<file path="src/rtl/termfmt_pkg.sv">
package termfmt_pkg;

  typedef enum logic {
    MODE_SER = 1'b0,
    MODE_NIB = 1'b1
  } out_mode_t;

  typedef struct packed {
    logic fas;
    logic svc;
    logic par;
    logic fstart;
  } bit_tag_t;

  // gapped in serial mode: alignment and service positions only
  function automatic logic tag_gapped(input bit_tag_t t);
    return t.fas | t.svc;
  endfunction

  // removed in nibble mode: every overhead position
  function automatic logic tag_overhead(input bit_tag_t t);
    return t.fas | t.svc | t.par;
  endfunction

endpackage

</file>
<file path="src/rtl/termfmt_mode_ctl.sv">
module termfmt_mode_ctl
  import termfmt_pkg::*;
(
  input  logic      clk,
  input  logic      rst,
  input  logic      in_valid,
  input  logic      in_fstart,
  input  logic      mode_pin,
  input  logic      mode_reg,
  input  logic      mode_use_reg,
  output out_mode_t mode_eff,
  output out_mode_t mode_q
);

  logic      frame_edge;
  out_mode_t mode_req;

  assign frame_edge = in_valid & in_fstart;
  assign mode_req   = out_mode_t'(mode_use_reg ? mode_reg : mode_pin);

  // the bit carrying the frame start is already handled in the new mode
  assign mode_eff = frame_edge ? mode_req : mode_q;

  always_ff @(posedge clk) begin
    if (rst) begin
      mode_q <= MODE_SER;
    end else if (frame_edge) begin
      mode_q <= mode_req;
    end
  end


  mode_hold_chk: assert property (@(posedge clk) disable iff (rst)
    !frame_edge |=> $stable(mode_q));

endmodule

</file>
<file path="src/rtl/termfmt_ser_path.sv">
module termfmt_ser_path
  import termfmt_pkg::*;
(
  input  logic     clk,
  input  logic     rst,
  input  logic     en,
  input  logic     in_bit,
  input  bit_tag_t tag,
  output logic     ser_data,
  output logic     ser_en,
  output logic     ser_gap,
  output logic     ser_fp
);

  always_ff @(posedge clk) begin
    if (rst) begin
      ser_data <= 1'b0;
      ser_en   <= 1'b0;
      ser_gap  <= 1'b0;
      ser_fp   <= 1'b0;
    end else begin
      ser_en   <= en;
      ser_data <= en & in_bit;
      ser_gap  <= en & tag_gapped(tag);
      ser_fp   <= en & tag.fstart;
    end
  end


  gap_needs_en_chk: assert property (@(posedge clk) disable iff (rst)
    ser_gap |-> ser_en);


  fp_needs_en_chk: assert property (@(posedge clk) disable iff (rst)
    ser_fp |-> ser_en);

endmodule

</file>
<file path="src/rtl/termfmt_nib_path.sv">
module termfmt_nib_path
  import termfmt_pkg::*;
#(
  parameter int NIB_W = 4
) (
  input  logic             clk,
  input  logic             rst,
  input  logic             en,
  input  logic             flush,
  input  logic             in_bit,
  input  bit_tag_t         tag,
  output logic [NIB_W-1:0] nib_data,
  output logic             nib_stb,
  output logic             nib_fp
);

  localparam int CW = (NIB_W > 2) ? $clog2(NIB_W) : 1;
  localparam logic [CW-1:0] LAST = CW'(NIB_W - 1);

  logic [NIB_W-2:0] acc;
  logic [CW-1:0]    cnt;
  logic             pend;
  logic             take;
  logic [CW-1:0]    cnt_base;
  logic             pend_base;
  logic [NIB_W-1:0] word;

  assign take      = en & ~tag_overhead(tag);
  assign cnt_base  = flush ? '0 : cnt;
  assign pend_base = flush | pend;
  assign word      = {acc, in_bit};

  always_ff @(posedge clk) begin
    if (rst) begin
      acc      <= '0;
      cnt      <= '0;
      pend     <= 1'b0;
      nib_data <= '0;
      nib_stb  <= 1'b0;
      nib_fp   <= 1'b0;
    end else begin
      nib_data <= '0;
      nib_stb  <= 1'b0;
      nib_fp   <= 1'b0;
      cnt      <= cnt_base;
      pend     <= pend_base;
      if (take) begin
        acc <= word[NIB_W-2:0];
        if (cnt_base == LAST) begin
          nib_data <= word;
          nib_stb  <= 1'b1;
          nib_fp   <= pend_base;
          cnt      <= '0;
          pend     <= 1'b0;
        end else begin
          cnt <= CW'(cnt_base + 1'b1);
        end
      end
    end
  end


  fp_on_stb_chk: assert property (@(posedge clk) disable iff (rst)
    nib_fp |-> nib_stb);


  stb_single_chk: assert property (@(posedge clk) disable iff (rst)
    nib_stb |=> !nib_stb);


  flush_no_stb_chk: assert property (@(posedge clk) disable iff (rst)
    flush |=> !nib_stb);

endmodule

</file>
<file path="src/rtl/termfmt_out.sv">
module termfmt_out
  import termfmt_pkg::*;
#(
  parameter int NIB_W = 4
) (
  input  logic             clk,
  input  logic             rst,
  input  logic             in_valid,
  input  logic             in_bit,
  input  logic             in_fas,
  input  logic             in_svc,
  input  logic             in_par,
  input  logic             in_fstart,
  input  logic             mode_pin,
  input  logic             mode_reg,
  input  logic             mode_use_reg,
  output logic             ser_data,
  output logic             ser_en,
  output logic             ser_gap,
  output logic             ser_fp,
  output logic [NIB_W-1:0] nib_data,
  output logic             nib_stb,
  output logic             nib_fp,
  output logic             mode_nib
);

  bit_tag_t  tag;
  out_mode_t mode_eff;
  out_mode_t mode_q;
  logic      ser_go;
  logic      nib_go;
  logic      flush;

  assign tag    = '{fas: in_fas, svc: in_svc, par: in_par, fstart: in_fstart};
  assign ser_go = in_valid & (mode_eff == MODE_SER);
  assign nib_go = in_valid & (mode_eff == MODE_NIB);
  assign flush  = in_valid & in_fstart;
  assign mode_nib = (mode_q == MODE_NIB);

  termfmt_mode_ctl i_mode (
    .clk          (clk),
    .rst          (rst),
    .in_valid     (in_valid),
    .in_fstart    (in_fstart),
    .mode_pin     (mode_pin),
    .mode_reg     (mode_reg),
    .mode_use_reg (mode_use_reg),
    .mode_eff     (mode_eff),
    .mode_q       (mode_q)
  );

  termfmt_ser_path i_ser (
    .clk      (clk),
    .rst      (rst),
    .en       (ser_go),
    .in_bit   (in_bit),
    .tag      (tag),
    .ser_data (ser_data),
    .ser_en   (ser_en),
    .ser_gap  (ser_gap),
    .ser_fp   (ser_fp)
  );

  termfmt_nib_path #(.NIB_W(NIB_W)) i_nib (
    .clk      (clk),
    .rst      (rst),
    .en       (nib_go),
    .flush    (flush),
    .in_bit   (in_bit),
    .tag      (tag),
    .nib_data (nib_data),
    .nib_stb  (nib_stb),
    .nib_fp   (nib_fp)
  );


  groups_exclusive_chk: assert property (@(posedge clk) disable iff (rst)
    !(ser_en && nib_stb));


  ser_idle_in_nib_chk: assert property (@(posedge clk) disable iff (rst)
    (mode_q == MODE_NIB) && !flush |=> !ser_en);

endmodule

</file>
<file path="config.mk">
export PLATFORM = sky130hd
export DESIGN_NAME = termfmt_out
export DESIGN_NICKNAME = d
export VERILOG_FILES = /design/src/rtl/termfmt_pkg.sv /design/src/rtl/termfmt_mode_ctl.sv /design/src/rtl/termfmt_ser_path.sv /design/src/rtl/termfmt_nib_path.sv /design/src/rtl/termfmt_out.sv
export SDC_FILE = /design/constraint.sdc
export NUM_CORES = 1
export LEC_CHECK = 0
export CORE_ASPECT_RATIO = 0.9
export CORE_MARGIN = 2
export CORE_UTILIZATION = 41
export CTS_CLUSTER_SIZE = 20
export DETAILED_ROUTE_END_ITERATION = 7
export PLACE_DENSITY = 0.76
export SLEW_MARGIN = 20
export SYNTH_ARGS = -nofsm -noshare
export SYNTH_HDL_FRONTEND = slang
export SYNTH_HIERARCHICAL = 1
export SYNTH_SLANG_ARGS = --single-unit
export TNS_END_PERCENT = 30
</file>
<file path="constraint.sdc">
create_clock -name clk -period 2 [get_ports clk]
set_input_delay 0.2 -clock clk [delete_from_list [all_inputs] [get_ports clk]]
set_output_delay 0.2 -clock clk [all_outputs]
set_load 0.02 [all_outputs]
</file>
# --- After elaboration in Yosys (flattened, before gate mapping) ---
# Cells that the tools add are included.
totals:
  reg_bits: 17
  in_bits: 11
  elab_cells: 37
op_classes:
  add_sub_neg: 1
  n_eq_ne: 1
  muxes: 8
  bitwise: 14
  n_reduce_logical: 2
op_table:
  columns: ["op", "n"]
  rows:
  - ["bitwise AND 1 bit", 7]
  - ["two-way mux 2 bit", 3]
  - ["two-way mux 1 bit", 5]
  - ["inverter 1 bit", 4]
  - ["OR 1 bit", 3]
  - ["OR reduction 3 bit", 1]
  - ["adder 2 x 1 -> 2 bit (second input constant)", 1]
  - ["== test 2 bit (second input constant)", 1]
  - ["OR reduction 2 bit", 1]

# --- Depth between registers and ports, before layout ---
# Gate-level depths: netlist of the first run.
depth:
  word_depth: 6
  ltp_mapped: 6
  ltp_nobuf: 6

# --- Cells and area by module ---
# Netlist of the first run, hierarchy kept.
by_module_without_submodules:
  columns: ["module", "n_inst", "cells_each", "area_per_inst_um2", "seq_area_each_um2"]
  rows:
  - ["termfmt_nib_path", 1, 35, 414.1, 240.2]
  - ["termfmt_ser_path", 1, 8, 113.9, 80.1]
  - ["termfmt_mode_ctl", 1, 5, 50.0, 20.0]
  - ["termfmt_out", 1, 3, 22.5, 0.0]

# --- Worst setup path after synthesis of the first run ---
# OpenSTA, ideal clock, no wires.
synth_path:
  path_type: "register -> register"
  from: "reg i_mode.mode_q"
  to: "reg i_nib.nib_data[1]"
  setup_ps: 59
  t_arrival_ps: 1595
  t_required_ps: 1941
  path_slack_ps: 346
  path_stages_with_launch: 7
  synth_period_minus_slack_ps: 1654
  path_cell_list: "dfxtp_1 -> a21oi_1 -> a31oi_1 -> and2_2 -> nor4b_4 -> and3b_4 -> and2_1"
synth_between:
  elab_chain_cells: 5
synth_rtl:
  columns: ["item", "line_no", "source"]
  rows:
  - ["from (decl)", "termfmt_mode_ctl.sv:12", "output out_mode_t mode_q"]
  - ["from (signal assigned)", "termfmt_mode_ctl.sv:28", "mode_q <= mode_req;"]
  - ["two-way mux 1 bit", null, null]
  - ["via mode_eff", "termfmt_out.sv:28", "out_mode_t mode_eff;"]
  - ["bitwise AND 1 bit", "termfmt_out.sv:36", "assign nib_go = in_valid & (mode_eff == MODE_NIB);"]
  - ["via nib_go", "termfmt_out.sv:31", "logic nib_go;"]
  - ["bitwise AND 1 bit", "termfmt_nib_path.sv:28", "assign take = en & ~tag_overhead(tag);"]
  - ["inverter 1 bit (no source line)", null, null]
  - ["OR reduction 3 bit (no source line)", null, null]
  - ["to (signal assigned)", "termfmt_nib_path.sv:50", "nib_data <= word;"]
  - ["to (decl)", "termfmt_nib_path.sv:12", "output logic [NIB_W-1:0] nib_data,"]
# The timed path passes the listed nets, and every way through them passes these cells.
# A chain may end at the register's enable or synchronous reset.

# --- Worst setup path in the final report of the first run ---
layout_path:
  from: "in in_valid"
  to: "reg i_nib.acc[2]"
layout_between:
  elab_chain_cells: 4
layout_rtl:
  columns: ["item", "line_no", "source"]
  rows:
  - ["from (decl)", "termfmt_out.sv:8", "input logic in_valid,"]
  - ["bitwise AND 1 bit", "termfmt_mode_ctl.sv:18", "assign frame_edge = in_valid & in_fstart;"]
  - ["two-way mux 1 bit", null, null]
  - ["via mode_eff", "termfmt_out.sv:28", null]
  - ["bitwise AND 1 bit", "termfmt_out.sv:36", null]
  - ["via nib_go", "termfmt_out.sv:31", null]
  - ["bitwise AND 1 bit", "termfmt_nib_path.sv:28", null]
  - ["to (signal assigned)", "termfmt_nib_path.sv:48", "acc <= word[NIB_W-2:0];"]
  - ["to (decl)", "termfmt_nib_path.sv:20", "logic [NIB_W-2:0] acc;"]
# The timed path passes the listed nets, and every way through them passes these cells.

==> out/metrics.cfg, run 1 <==
[routing]
drt_iter0_drc=2
viasPerCell=4.737
wl_per_cell_um=10.53
drc_errors=0
ant_nets=0
drt-total-wl_um=1000
firstDrtPassIters=3
vias=450

[clock_tree]
cts_tree=done
clockBufferDepth=2
clock_sinks=17
clkTransAtPathRegs_ns=0.09
cts_made_buffers=3
hold_buffers=0
clock-root-buffer=clkbuf_4
cts_resized=0
postCtsSetupRepairBufs=0
clk_latency_ns=0.28
htree_levels=1

[worst_setup_path]
cp_slowest_cell=clkdlybuf4s50_1
cp.required_ns=2.17
worstPathCellList=clkdlybuf4s50_1 -> a21oi_1 -> a31oi_1 -> and2_2 -> nor4b_4 -> buf_4 -> mux2i_1 -> nor2_1
slowest_delay_ns=0.53
crit_arrival_ns=1.93
worst-path-max-fanout=6
worstSetupPathType=in2reg
cp-end-kind=flop
start_kind=input pin

[sta]
fin_crit_sh_pct=88.10
setup_viol=0
hold_violations=0
finalCriticalPeriod_ns=1.762
whs_ns=0.4655
worst_pin_slew_ns=0.3370
clock_skew_ns=0.004676
maxSlewViolCount=0
relSlewSlack_pct=77.44
rsz0062_at_grt=false
fmax_mhz=567.5

[synthesis]
ys_ff_latch=17
syn_area_um2=600.6
netlist_instances=51
synth_cell_types=18
yosysSeqAreaShare_pct=56.67
avgSynthCellArea_um2=11.78
syn-num-nets=63
yosysWarningCount=6

[layout]
mostFrequentLayoutCell=clkdlybuf4s50_1
drive_gt1_share_pct=16.25
seqCellArea_um2=340.3
diodes=0
fillers=127
syn_to_final_growth_pct=47.71
final_nets=93
multi_input_area_um2=260.3
fin_util_pct=62.69
mostFrequentLayoutCells=clkdlybuf4s50_1 (21), dfxtp_1 (17), and2_1 (7)
fin_area_um2=887.1

[global_routing]
track_usage_pct=13.71
grt_max_degree=11
gr-total-overflow=0
grt_pass1_vias=391
antenna_found_initial=0
grt_first_pass_wirelength_um=1600

[run]
maxCapViolCount=0

[placement]
placed_cell_area_um2=859.6
gp_congestion=0.7205
post-dp-hpwl_um=818.9
portBuffers=21

[floorplanning]
io_pins=22
core_area_um2=1415
die-area_um2=1788
num_rows=13
fp.dieW_um=44.35
initial_core_util_pct=42.44
die_h_um=40.31

[status]
outcome=finished, final reports clean

[power]
leakagePower_nw=0.3466
powerDensity_nw_per_um2=664.7
ir_drop_mv=0.6460

[min_path]
hp-class=reg2reg

final cells by class:
type,count,share of cell area [%]
Clock buffer,3,2.539
Timing Repair Buffer,25,27.08
Clock inverter,1,0.5642
Sequential cell,17,38.36
Multi-Input combinational cell,34,29.34
Tap cell,15,2.116
through the flow:
step | cells | power, mW | worst slack (ns) | setup TNS [ns]
6_report | 95 | 0.5896 | 0.2379 | 0
5_1_grt | 95 | 0.6228 | 0.1656 | 0
4_1_cts | 95 | 0.5994 | 0.2367 | 0
3_5_place_dp | 91 | 0.4263 | -0.06039 | -0.1675
3_3_place_gp | 91 | 0.4250 | -0.01165 | -0.01301
2_1_floorplan | 51 | 0.3814 | 0.3460 | 0
path summary, 6_finish.rpt:
check	slack, ns	endpoint	cells past startpoint	start
worst min-delay path	0.47	i_nib/nib_data[3]	1	i_nib/acc[2]
worst max register to register	0.39	i_nib/acc[2]	7	i_mode/mode_q
worst max-delay path	0.24	i_nib/acc[2]	8	in_valid
worst min register to register	0.47	i_nib/nib_data[3]	1	i_nib/acc[2]
power breakdown:
group	total [mW]	leakage, nW	switching, mW	internal (mW)
logic	0.0707	0.191	0.0279	0.0428
clock network	0.172	0.0177	0.0975	0.0742
registers	0.347	0.138	0.00191	0.345
cell usage after synthesis (all sizes together):
master | n | area share, %
a31oi | 1 | 1.0
and3b | 1 | 2.1
dfxtp | 17 | 57
o21a | 1 | 1.3
a311oi | 1 | 1.5
nand2 | 1 | 0.62
a21oi | 2 | 1.7
mux2i | 5 | 8.3
ha | 1 | 2.1
and2 | 8 | 8.5
nor4b | 1 | 4.0
xnor2 | 1 | 1.5
and2b | 1 | 1.5
nor2 | 6 | 3.7
nor2b | 3 | 4.4
o21bai | 1 | 1.3
sequential cells by signal, indices dropped and copies added (netlist names):
| name | flops |
|---|---|
| i_nib/nib_fp | 1 |
| i_nib/nib_stb | 1 |
| i_mode/mode_q | 1 |
| i_ser/ser_gap | 1 |
| i_ser/ser_data | 1 |
| i_nib/cnt | 2 |
| i_nib/acc | 3 |
| i_ser/ser_en | 1 |
| i_ser/ser_fp | 1 |
| i_nib/nib_data | 4 |
| i_nib/pend | 1 |
critical path, delay by kind of cell:
family	cells	cell delay (ns)
multiplexers	1	0.19
AND/OR/NAND/NOR	3	0.52
buffers and inverters	2	0.76
AO/OA/AOI/OAI	2	0.26
cells by family (layout without fill, tap and decap cells):
| group | Yosys count | in the layout | share of synthesized area, % |
|---|---|---|---|
| multiplexers | 5 | 5 | 8.334 |
| flip-flops | 17 | 17 | 56.67 |
| buffers and inverters | 0 | 29 | 0 |
| AND/OR/NAND/NOR | 21 | 21 | 24.79 |
| XOR/XNOR | 1 | 1 | 1.459 |
| AO/OA/AOI/OAI | 6 | 6 | 6.669 |
| adder cells (fa/ha/maj) | 1 | 1 | 2.083 |
routing by layer:
metal / up-vias / routed length (µm) / track usage, %
li1: 234 / - / -
met1: 203 / 453 / 14.79
met2: 13 / 484 / 22.79
met3: 0 / 62 / 8.108
met4: 0 / 0 / 4.545
met5: - / 0 / 0
Note: power is estimated with default switching activity, not from simulation.
==> run 2, diff against run 1 <==
--- a/config.mk
+++ b/config.mk
@@ -10,7 +10,7 @@
 export CORE_UTILIZATION = 41
 export CTS_CLUSTER_SIZE = 20
 export DETAILED_ROUTE_END_ITERATION = 7
-export PLACE_DENSITY = 0.76
+export PLACE_DENSITY = 0.81
 export SLEW_MARGIN = 20
 export SYNTH_ARGS = -nofsm -noshare
 export SYNTH_HDL_FRONTEND = slang
==> run 2 against run 1 <==
- final cell count shrank 1.1%
- combinational power shrank 3%
- setup slack better by 0.066 ns
- clock skew is 0.0025 ns lower
- utilization is 0.62 points lower
- non-clock buffer count decreased by 1
- register-to-register slack improved by 0.08 ns
- sequential power is essentially flat
- global-route usage shrank 0.15 points
- sequential share of layout area grew 0.38 points
- fmax is 3.9% higher
- largest cell class unchanged
==> out/metrics.cfg, run 2 (synthesis gave the netlist of run 1 again) <==
[routing]
firstDrtPassIters=4  ; +1
drt-total-wl_um=1111  ; +11%
wl_met3_um=58  ; -6.5%
viasPerCell=4.851  ; +2.4%
wl_met2_um=596  ; +23%
vias=456  ; +1.3%
routed.top_layer=met3
drc_errors=0  ; unchanged
drt_iter0_drc=6  ; +4
wl_per_cell_um=11.82  ; +12%
ant_nets=0  ; unchanged
m1WireLength_um=455  ; +0.44%

[placement]
post-dp-hpwl_um=908.4  ; +11%
portBuffers=21  ; unchanged
pre_cts_slack_ns=-0.009230  ; +0.05116 ns
dp_cells=90  ; -1.1%
gp_congestion=0.7599  ; +5.5%

[worst_setup_path]
crit_arrival_ns=1.88  ; -0.05 ns
worstPathCellList=clkdlybuf4s50_1 -> a21oi_1 -> a31oi_1 -> and2_2 -> nor4b_4 -> buf_4 -> mux2i_1 -> nor2_1
critPathTopFamily=buffers and inverters
start_kind=input pin
r2r-start=i_mode/mode_q
worst-path-max-fanout=6  ; unchanged
cp.buffers_inverters=2  ; unchanged
slowest_delay_ns=0.54  ; about the same
worstSetupPathType=in2reg
cp-end-kind=flop
cp.required_ns=2.18  ; about the same
rr_endpoint=i_nib/cnt[1]
cp_slowest_cell=clkdlybuf4s50_1
r2r.worst_path.cells=7  ; unchanged
r2r_slack_ns=0.47  ; +0.08 ns

[run]
maxCapViolCount=0  ; unchanged

[clock_tree]
cts_tree=done
cts_resized=0  ; unchanged
postCtsSetupRepairBufs=0  ; unchanged
htree_levels=1  ; unchanged
clkTransAtPathRegs_ns=0.09  ; about the same
cts_made_buffers=3  ; unchanged
clock-root-buffer=clkbuf_4
clock_sinks=17  ; unchanged
clk_latency_ns=0.28  ; about the same
hold_buffers=0  ; unchanged
clockBufferDepth=2  ; unchanged

[floorplanning]
io_pins=22  ; unchanged
initial_core_util_pct=42.44  ; unchanged
num_rows=13  ; unchanged
die_h_um=40.31  ; unchanged
core_area_um2=1415  ; unchanged
fp.dieW_um=44.35  ; unchanged
die-area_um2=1788  ; unchanged

[global_routing]
grt_pass1_vias=420  ; +7.4%
antenna_found_initial=0  ; unchanged
grt_max_degree=10  ; -1
gr-total-overflow=0  ; unchanged
grt_first_pass_wirelength_um=1676  ; +4.8%
track_usage_pct=13.56  ; -0.15 points

[sta]
setup_viol=0  ; unchanged
hold_violations=0  ; unchanged
clock_skew_ns=0.002177  ; -0.002498 ns
maxSlewViolCount=0  ; unchanged
fin_ws_ns=0.3044  ; +0.06650 ns
rsz0062_at_grt=false
worst_pin_slew_ns=0.2672  ; -0.06986 ns
relSlewSlack_pct=82.11  ; +4.7 points
finalCriticalPeriod_ns=1.696  ; -0.06650 ns
fmax_mhz=589.8  ; +3.9%
fin_crit_sh_pct=84.78  ; -3.3 points

[layout]
stdcell_count=94  ; -1.1%
mostFrequentLayoutCells=clkdlybuf4s50_1 (21), dfxtp_1 (17), and2_1 (7)
fillers=120  ; -5.5%
top_register=i_nib/nib_data
reg.largest.list=i_nib/nib_data: 4 flops, i_nib/acc: 3 flops, i_nib/cnt: 2 flops
largest_reg_flops=4  ; unchanged
final_nets=92  ; -1.1%
diodes=0  ; unchanged
syn_to_final_growth_pct=46.25
fin_util_pct=62.07  ; -0.62 points
mostFrequentLayoutCell=clkdlybuf4s50_1
drive_gt1_share_pct=13.92  ; -2.3 points

[min_path]
min_path_cells=1  ; unchanged
min_from=i_nib/acc[2]
hp-class=reg2reg
whs_endpoint=i_nib/nib_data[3]

[power]
powerDensity_nw_per_um2=673.4  ; +1.3%
leakagePower_nw=0.3397  ; -2.0%
ir_drop_mv=0.4326  ; -33%
total_power_uw=591.5  ; +0.31%

[status]
outcome=finished, final reports clean

-- run 2: changes by cell type in the layout (fill, tap and decap cells not counted), sizes merged --
cell / change
buf: -1
clkbuf: +1
clkinv: -1
-- run 2: worst max path at each step --
stage	start	end	slack (ns)	depth (start not counted)
after floorplan	i_mode/mode_q	i_nib/nib_data[1]	0.35	6
after global placement	in_valid	i_nib/acc[1]	0.12	8
after detailed placement	in_valid	i_nib/cnt[1]	-0.009	8
after CTS	in_valid	i_nib/cnt[1]	0.29	8
after global routing	in_valid	i_nib/cnt[1]	0.17	8
final	in_valid	i_nib/cnt[1]	0.30	8
-- run 2: per-layer routing --
metal	global-route usage, %	up-vias
met3	4.054	0
met2	25.37	14
met5	0	-
li1	-	230
met4	6.818	0
met1	14.09	212
-- run 2: where the power goes --
group | internal (mW) | total (mW) | switching [mW] | leakage, nW
combinational | 0.0408 | 0.0688 | 0.0280 | 0.187
sequential | 0.345 | 0.348 | 0.00235 | 0.138
clock | 0.0774 | 0.175 | 0.0976 | 0.0150
total | 0.463 | 0.591 | 0.128 | 0.340
-- run 2: final cells by class --
| type | instances | area, µm² | area share (%) |
|---|---|---|---|
| sequential | 17 | 340.3 | 38.75 |
| multi-input combinational | 34 | 260.3 | 29.63 |
| timing repair buffer | 24 | 232.7 | 26.50 |
| clock buffer | 4 | 26.28 | 2.991 |
| tap | 15 | 18.77 | 2.137 |
-- run 2: through the flow --
step | cell area, µm² | hold slack, ns | TNS, ns
3_3_place_gp | 852.1 | 0.4524 | 0
2_1_floorplan | 600.6 | 0.2721 | 0
5_1_grt | 878.3 | 0.4980 | 0
4_1_cts | 878.3 | 0.4718 | 0
6_report | 878.3 | 0.4672 | 0
3_5_place_dp | 852.1 | 0.4503 | -0.009230
-- run 2: worst reg2reg max path: cells and delay by family (launching register included) --
kind            cells  cell delay, ns
simple gates        3            0.46
buf+inv             1            0.19
flops               1            0.35
compound gates      2            0.23
mux                 1            0.19
